===== src/rtl/fbg_pkg.sv =====
package fbg_pkg;

    localparam int INT_W = 16;
    localparam int FRAC_W = 6;
    localparam int LEN_W = INT_W + 1;

    typedef struct packed {
        logic [INT_W-1:0]  ipart;
        logic [FRAC_W-1:0] fpart;
    } fbg_div_t;

    typedef struct packed {
        logic              carry;
        logic [FRAC_W-1:0] acc;
    } fbg_step_t;

    typedef enum logic {
        FBG_IDLE = 1'b0,
        FBG_RUN  = 1'b1
    } fbg_state_e;

    function automatic fbg_step_t fbg_frac_step(logic [FRAC_W-1:0] acc,
                                                logic [FRAC_W-1:0] frac);
        logic [FRAC_W:0] sum;
        sum = {1'b0, acc} + {1'b0, frac};
        return fbg_step_t'(sum);
    endfunction

    function automatic logic [LEN_W-1:0] fbg_period_len(logic [INT_W-1:0] ipart,
                                                        logic carry);
        return {1'b0, ipart} + LEN_W'(carry);
    endfunction

endpackage


===== src/rtl/fbg_frac_accum.sv =====
module fbg_frac_accum
    import fbg_pkg::*;
(
    input  logic              clk,
    input  logic              rst,
    input  logic              clear,
    input  logic              step,
    input  logic [FRAC_W-1:0] frac,
    output logic              carry
);

    logic [FRAC_W-1:0] acc_q;
    fbg_step_t         nxt;

    always_comb begin
        nxt   = fbg_frac_step(acc_q, frac);
        carry = nxt.carry;
    end

    always_ff @(posedge clk) begin
        if (rst || clear) begin
            acc_q <= '0;
        end else if (step) begin
            acc_q <= nxt.acc;
        end
    end

    // a carry means the sum wrapped, so the new value falls below the added fraction
    assert_carry_wrap_R4: assert property (@(posedge clk) disable iff (rst)
        (step && !clear && carry) |=> (acc_q < $past(frac)));

    // without a carry the sum did not wrap
    assert_no_wrap_R4: assert property (@(posedge clk) disable iff (rst)
        (step && !clear && !carry) |=> (acc_q >= $past(frac)));

    // the accumulator holds while no period starts
    assert_hold_R5: assert property (@(posedge clk) disable iff (rst)
        (!step && !clear) |=> $stable(acc_q));

    // a stopped generator leaves the accumulator at zero
    assert_clear_R2: assert property (@(posedge clk) disable iff (rst)
        clear |=> (acc_q == '0));

endmodule


===== src/rtl/fbg_period_ctr.sv =====
module fbg_period_ctr
    import fbg_pkg::*;
(
    input  logic             clk,
    input  logic             rst,
    input  logic             en,
    input  logic             start_ok,
    input  logic [LEN_W-1:0] len_in,
    output logic             load,
    output logic             tick
);

    fbg_state_e       state_q;
    logic [LEN_W-1:0] cnt_q;
    logic [LEN_W-1:0] len_q;
    logic             running;

    always_comb begin
        running = (state_q == FBG_RUN);
        tick    = running && (cnt_q == len_q);
        load    = en && (!running || tick);
    end

    always_ff @(posedge clk) begin
        if (rst || !en) begin
            state_q <= FBG_IDLE;
            cnt_q   <= '0;
            len_q   <= '0;
        end else if (load) begin
            if (start_ok) begin
                state_q <= FBG_RUN;
                cnt_q   <= LEN_W'(1);
                len_q   <= len_in;
            end else begin
                state_q <= FBG_IDLE;
                cnt_q   <= '0;
                len_q   <= '0;
            end
        end else if (running) begin
            cnt_q <= cnt_q + LEN_W'(1);
        end
    end

    // the position within a running period never passes its length
    assert_cnt_in_range_R3: assert property (@(posedge clk) disable iff (rst)
        running |-> ((cnt_q >= LEN_W'(1)) && (cnt_q <= len_q)));

    // inside a period the length is frozen and the count advances by one
    assert_period_frozen_R6: assert property (@(posedge clk) disable iff (rst)
        (en && running && !tick) |=> ($stable(len_q) && (cnt_q == $past(cnt_q) + LEN_W'(1))));

    // a tick closes its period and a new one starts directly, or the generator stops
    assert_back_to_back_R7: assert property (@(posedge clk) disable iff (rst)
        (en && tick && start_ok) |=> (running && (cnt_q == LEN_W'(1))));

endmodule


===== src/rtl/frac_baud_gen.sv =====
module frac_baud_gen
    import fbg_pkg::*;
(
    input  logic              clk,
    input  logic              rst,
    input  logic              en,
    input  logic [INT_W-1:0]  div_int,
    input  logic [FRAC_W-1:0] div_frac,
    output logic              tick
);

    fbg_div_t         div_in;
    logic             nonzero;
    logic             load;
    logic             step;
    logic             carry;
    logic [LEN_W-1:0] len_in;

    always_comb begin
        div_in  = '{ipart: div_int, fpart: div_frac};
        nonzero = |div_in.ipart;
        step    = load && nonzero;
        len_in  = fbg_period_len(div_in.ipart, carry);
    end

    fbg_frac_accum u_accum (
        .clk   (clk),
        .rst   (rst),
        .clear (!en),
        .step  (step),
        .frac  (div_in.fpart),
        .carry (carry)
    );

    fbg_period_ctr u_period (
        .clk      (clk),
        .rst      (rst),
        .en       (en),
        .start_ok (nonzero),
        .len_in   (len_in),
        .load     (load),
        .tick     (tick)
    );

    // reset leaves no pulse behind
    assert_reset_quiet_R1: assert property (@(posedge clk)
        rst |=> !tick);

    // a disabled cycle is followed by a quiet cycle
    assert_disabled_quiet_R2: assert property (@(posedge clk) disable iff (rst)
        !en |=> !tick);

    // loading a zero whole part gives no pulse in the next cycle
    assert_zero_div_quiet_R5: assert property (@(posedge clk) disable iff (rst)
        (load && !nonzero) |=> !tick);

endmodule


===== config.mk =====
export PLATFORM = sky130hd
export DESIGN_NAME = frac_baud_gen
export DESIGN_NICKNAME = d
export VERILOG_FILES = /design/src/rtl/fbg_pkg.sv /design/src/rtl/fbg_frac_accum.sv /design/src/rtl/fbg_period_ctr.sv /design/src/rtl/frac_baud_gen.sv
export SDC_FILE = /design/constraint.sdc
export NUM_CORES = 1
export LEC_CHECK = 0
export ABC_AREA = 0
export ABC_CLOCK_PERIOD_IN_PS = 4000
export BUFFER_PORTS_ARGS = -buffer_cell sky130_fd_sc_hd__buf_2
export CAP_MARGIN = 20
export CELL_PAD_IN_SITES_DETAIL_PLACEMENT = 0
export CELL_PAD_IN_SITES_GLOBAL_PLACEMENT = 1
export CORE_MARGIN = 3
export CORE_UTILIZATION = 30
export CTS_CLUSTER_DIAMETER = 40
export DETAILED_ROUTE_END_ITERATION = 6
export PLACE_DENSITY_LB_ADDON = 0.05
export REMOVE_ABC_BUFFERS = 1
export SLEW_MARGIN = 10
export SYNTH_ARGS = -nofsm -noshare
export SYNTH_HDL_FRONTEND = slang
export SYNTH_HIERARCHICAL = 1
export SYNTH_SLANG_ARGS = --single-unit

===== constraint.sdc =====
create_clock -name clk -period 4 [get_ports clk]
set_input_delay 0 -clock clk [delete_from_list [all_inputs] [get_ports clk]]
set_output_delay 0 -clock clk [all_outputs]
set_load 0.05 [all_outputs]

==> report_table.html <==
<table>
<tr><th>Metric</th><th>Value</th></tr>
<tr><th colspan="2">Status</th></tr>
<tr><td>Result of the run</td><td>finished, final reports clean</td></tr>
<tr><th colspan="2">Placement</th></tr>
<tr><td>Port Buf Inserts</td><td>25</td></tr>
<tr><td>Routability cong.</td><td>0.725</td></tr>
<tr><td>Final HPWL from detailed placement</td><td>4230 um</td></tr>
<tr><td>Placed cell areas</td><td>0.00255 mm2</td></tr>
<tr><th colspan="2">Hold path</th></tr>
<tr><td>Worst hold path stage count</td><td>3</td></tr>
<tr><td>Worst Hold Path EP</td><td>u_accum/acc_q[0]</td></tr>
<tr><td>Min-delay src</td><td>en</td></tr>
<tr><td>Tightest Hold Check Type</td><td>input pin to flip-flop</td></tr>
<tr><th colspan="2">Synthesis</th></tr>
<tr><td>Proportion of synthesized chip area in sequential cells</td><td>34.8%</td></tr>
<tr><td>Synth cell types</td><td>42</td></tr>
<tr><td>Synth area leaders</td><td>dfxtp_1 35%, xor2_1 13%, a22o_2 7.2%</td></tr>
<tr><td>Post-synth top cells</td><td>41 x dfxtp_1, 35 x xor2_1, 32 x nor2_1</td></tr>
<tr><td>Number of flops mapped to enable cells by yosys</td><td>0</td></tr>
<tr><td>Register bit count reported by yosys</td><td>41</td></tr>
<tr><td>Gate count of the mapped netlist</td><td>252</td></tr>
<tr><td>Most used flip-flop cell after synthesis</td><td>dfxtp_1</td></tr>
<tr><td>Share of the synthesized area in the top cell type</td><td>34.8%</td></tr>
<tr><td>Warning count from the yosys run</td><td>6</td></tr>
<tr><td>Cell area after synthesis</td><td>0.00236 mm2</td></tr>
<tr><td>Mapped Avg Cell Area</td><td>9.36 um2</td></tr>
<tr><td>Proportion of synthesized flip-flops having asynchronous set or reset</td><td>0%</td></tr>
<tr><td>Largest area contributor in the synthesized netlist</td><td>dfxtp_1</td></tr>
<tr><td>Cell with the most instances after synthesis</td><td>dfxtp_1</td></tr>
<tr><th colspan="2">CTS</th></tr>
<tr><td>Number of cells upsized or downsized after cts</td><td>0</td></tr>
<tr><td>Number of H-tree levels</td><td>2</td></tr>
<tr><td>Clock tree from TritonCTS</td><td>done</td></tr>
<tr><td>Clk sink count</td><td>41</td></tr>
<tr><td>Source-to-sink clock delay at the later pin of the worst-skew pair</td><td>0.30 ns</td></tr>
<tr><td>Total CTS buffers</td><td>5</td></tr>
<tr><td>Buffer cell driving the clock tree root</td><td>clkbuf_8</td></tr>
<tr><td>Number of buffers on the longest clock path</td><td>2</td></tr>
<tr><td>CTS clk-pin slew, worst paths</td><td>0.08 ns</td></tr>
<tr><td>Buffer count from post-CTS setup fixing</td><td>0</td></tr>
<tr><th colspan="2">Drt</th></tr>
<tr><td>Number of vias after detailed routing</td><td>1788</td></tr>
<tr><td>Remaining antenna violation count after routing</td><td>0</td></tr>
<tr><td>Number of optimization iterations in the first detailed-route pass</td><td>4</td></tr>
<tr><td>Routed len/inst</td><td>14.5 um</td></tr>
<tr><td>Number of remaining DRC errors</td><td>0</td></tr>
<tr><td>Detailed Route WL</td><td>5450 um</td></tr>
<tr><td>DR iter-0 viols</td><td>27</td></tr>
<tr><td>Post-DR vias/cell</td><td>4.77</td></tr>
<tr><th colspan="2">Critical path</th></tr>
<tr><td>Data required time of the worst path</td><td>4.19 ns</td></tr>
<tr><td>CP Capture Type</td><td>flip-flop</td></tr>
<tr><td>Crit start category</td><td>flip-flop</td></tr>
<tr><td>Critical R2R Capture</td><td>u_period/len_q[14]</td></tr>
<tr><td>Slack of the worst reg-to-reg path</td><td>1.12 ns</td></tr>
<tr><td>Crit path arrival time</td><td>3.06 ns</td></tr>
<tr><td>Highest fanout seen on the critical path</td><td>4</td></tr>
<tr><td>Setup crit start</td><td>u_accum/acc_q[0]</td></tr>
<tr><td>Worst Reg-to-Reg Cells</td><td>13</td></tr>
<tr><td>Worst r2r src</td><td>u_accum/acc_q[0]</td></tr>
<tr><td>Start-to-end type of the worst setup path</td><td>flip-flop to flip-flop</td></tr>
<tr><th colspan="2">GRT</th></tr>
<tr><td>Antenna violations before repair</td><td>0</td></tr>
<tr><td>Number of global-route vias before repair</td><td>1871</td></tr>
<tr><td>Maximum number of pins on one net before global-route repair</td><td>19</td></tr>
<tr><td>Global-route wire length before repair</td><td>9490 um</td></tr>
<tr><td>GRT Overall Usage</td><td>13.5%</td></tr>
<tr><td>Remaining global-route overflow</td><td>0</td></tr>
<tr><th colspan="2">Die</th></tr>
<tr><td>Chip Height</td><td>94.7 um</td></tr>
<tr><td>DIE WIDTH</td><td>94.7 um</td></tr>
<tr><td>Die area</td><td>0.00896 mm2</td></tr>
<tr><td>Core outline area</td><td>0.00745 mm2</td></tr>
<tr><td># IOs</td><td>26</td></tr>
<tr><td>Number of rows in the core area</td><td>31</td></tr>
<tr><td>Starting utilization of the core area</td><td>31.7%</td></tr>
<tr><th colspan="2">Timing</th></tr>
<tr><td>Normalized max-slew margin</td><td>48.3%</td></tr>
<tr><td>Count of final max-slew check failures</td><td>0</td></tr>
<tr><td>Min Clock Period, post-route</td><td>2.88 ns</td></tr>
<tr><td>Maximum clock skew at final layout</td><td>0.0121 ns</td></tr>
<tr><td>Fmax</td><td>0.348 GHz</td></tr>
<tr><td>Setup-violating endpoint count in the final report</td><td>0</td></tr>
<tr><td>Final-report hold violation count</td><td>0</td></tr>
<tr><td>Final clock period utilization by the worst path</td><td>71.9%</td></tr>
<tr><td>Setup repair after global routing missed its margin</td><td>false</td></tr>
<tr><td>Post-Route Setup TNS</td><td>0 ns</td></tr>
<tr><td>Worst Tran Pin Value</td><td>0.774 ns</td></tr>
<tr><th colspan="2">Finish</th></tr>
<tr><td>Final core occ</td><td>35.7%</td></tr>
<tr><td>Fill cells</td><td>819</td></tr>
<tr><td>Total area of multi-input combinational cells</td><td>0.00145 mm2</td></tr>
<tr><td>Diode count</td><td>0</td></tr>
<tr><td>Number of nets in the layout</td><td>311</td></tr>
<tr><td>Design Area, Final</td><td>0.00266 mm2</td></tr>
<tr><td>Area grow syn2layout</td><td>12.8%</td></tr>
<tr><td>Ratio of cells with drive above 1 in the final layout</td><td>23.6%</td></tr>
<tr><td>Area taken by flip-flops and latches</td><td>821 um2</td></tr>
<tr><th colspan="2">Power and ir drop</th></tr>
<tr><td>Power density relative to cell area</td><td>338 mW/mm2</td></tr>
<tr><td>Pleak</td><td>1.09 nW</td></tr>
<tr><td>Worst VDD drop</td><td>0.148 mV</td></tr>
<tr><th colspan="2">Run</th></tr>
<tr><td>Max capacitance violation total</td><td>0</td></tr>
</table>
## worst max-delay path, stage by stage (launching register included)
cell      delay (ns)
dfxtp_1         0.33
ha_1            0.19
inv_1           0.06
fa_1            0.39
nand2b_1        0.18
a21oi_1         0.16
o21ai_0         0.10
nand2b_1        0.08
ha_1            0.19
ha_1            0.23
nand4_1         0.22
nor4_2          0.32
xor2_1          0.10
a22o_2          0.24
## cell usage in the layout (no fill, tap or decap), types with 2 or more instances in the layout
| cell type | instances |
|---|---|
| o211a_1 | 2 |
| nand3b_1 | 2 |
| or2_2 | 2 |
| a22o_2 | 17 |
| nand3_1 | 10 |
| nor2_1 | 32 |
| nor4_2 | 5 |
| nand3_2 | 2 |
| nand2b_1 | 3 |
| dfxtp_1 | 41 |
| nand4_1 | 8 |
| o21ai_0 | 3 |
| nor3_1 | 8 |
| a21oi_1 | 4 |
| mux2i_1 | 2 |
| xnor2_1 | 13 |
| xor2_1 | 35 |
| inv_1 | 7 |
| nor2b_1 | 2 |
| nand4_2 | 2 |
| nor4_1 | 5 |
| nand2_1 | 12 |
| and2_1 | 2 |
| buf_2 | 25 |
| clkbuf_8 | 5 |
| ha_1 | 9 |
## what timing repair did
item / 4_1_cts / 5_1_grt
endpoints found under the setup margin: 0 / 0
hold buffers: 1 / 0
endpoints found under the hold margin: 3 / 0
## power breakdown
group | total, mW | internal (mW) | switching (mW)
combinational | 0.135 | 0.0580 | 0.0773
sequential | 0.438 | 0.425 | 0.0136
clock | 0.327 | 0.182 | 0.145
## stage by stage
step / total power [mW] / hold WS (ns) / cells / worst slack (ns)
6_report: 0.900 / 0.0648 / 375 / 1.12
5_1_grt: 0.947 / 0.0902 / 375 / 0.854
4_1_cts: 0.918 / 0.0543 / 375 / 1.10
3_5_place_dp: 0.585 / 0.246 / 367 / 1.12
3_3_place_gp: 0.587 / 0.242 / 367 / 1.17
2_1_floorplan: 0.536 / 0.0768 / 243 / 1.36
## final cells by class
cell class | instances | share of cell area [%]
multi-input cells | 195 | 54.5
clock inverters | 2 | 1.32
inverters | 7 | 0.987
flip-flops and latches | 41 | 30.8
clock buffers | 5 | 2.59
repair buffers | 26 | 5.08
well taps | 99 | 4.65
## how the worst max path moves through the flow
stage	end	slack, ns	depth (start not counted)
2_1_floorplan	u_period/len_q[14]	1.36	13
3_3_place_gp	u_period/len_q[14]	1.17	13
3_5_place_dp	u_period/len_q[14]	1.12	13
4_1_cts	u_period/len_q[14]	1.10	13
5_1_grt	u_period/len_q[14]	0.85	13
6_report	u_period/len_q[14]	1.12	13
## state kept, by name (all words and copies together), names as in the netlist
signal / count
u_accum/acc_q: 6
u_period/len_q: 17
u_period/running: 1
u_period/cnt_q: 17
## routing by layer
metal  track usage (%)  part of all wire [%]
met1              18.1                    49
met2              22.1                    47
met3              2.79                   2.6
met4              3.61                  0.84
met5                 0                     0
## cells by family after synthesis
| family | synth area share, % |
|---|---|
| xor gates and xnor gates | 17.8 |
| adders and majority gates | 5.62 |
| and+or+nand+nor | 23.2 |
| buffers and inverters | 3.66 |
| DFF | 34.8 |
| AOI/OAI and AO/OA | 14.1 |
| muxes | 0.849 |
Note: power is estimated with default switching activity, not from simulation.
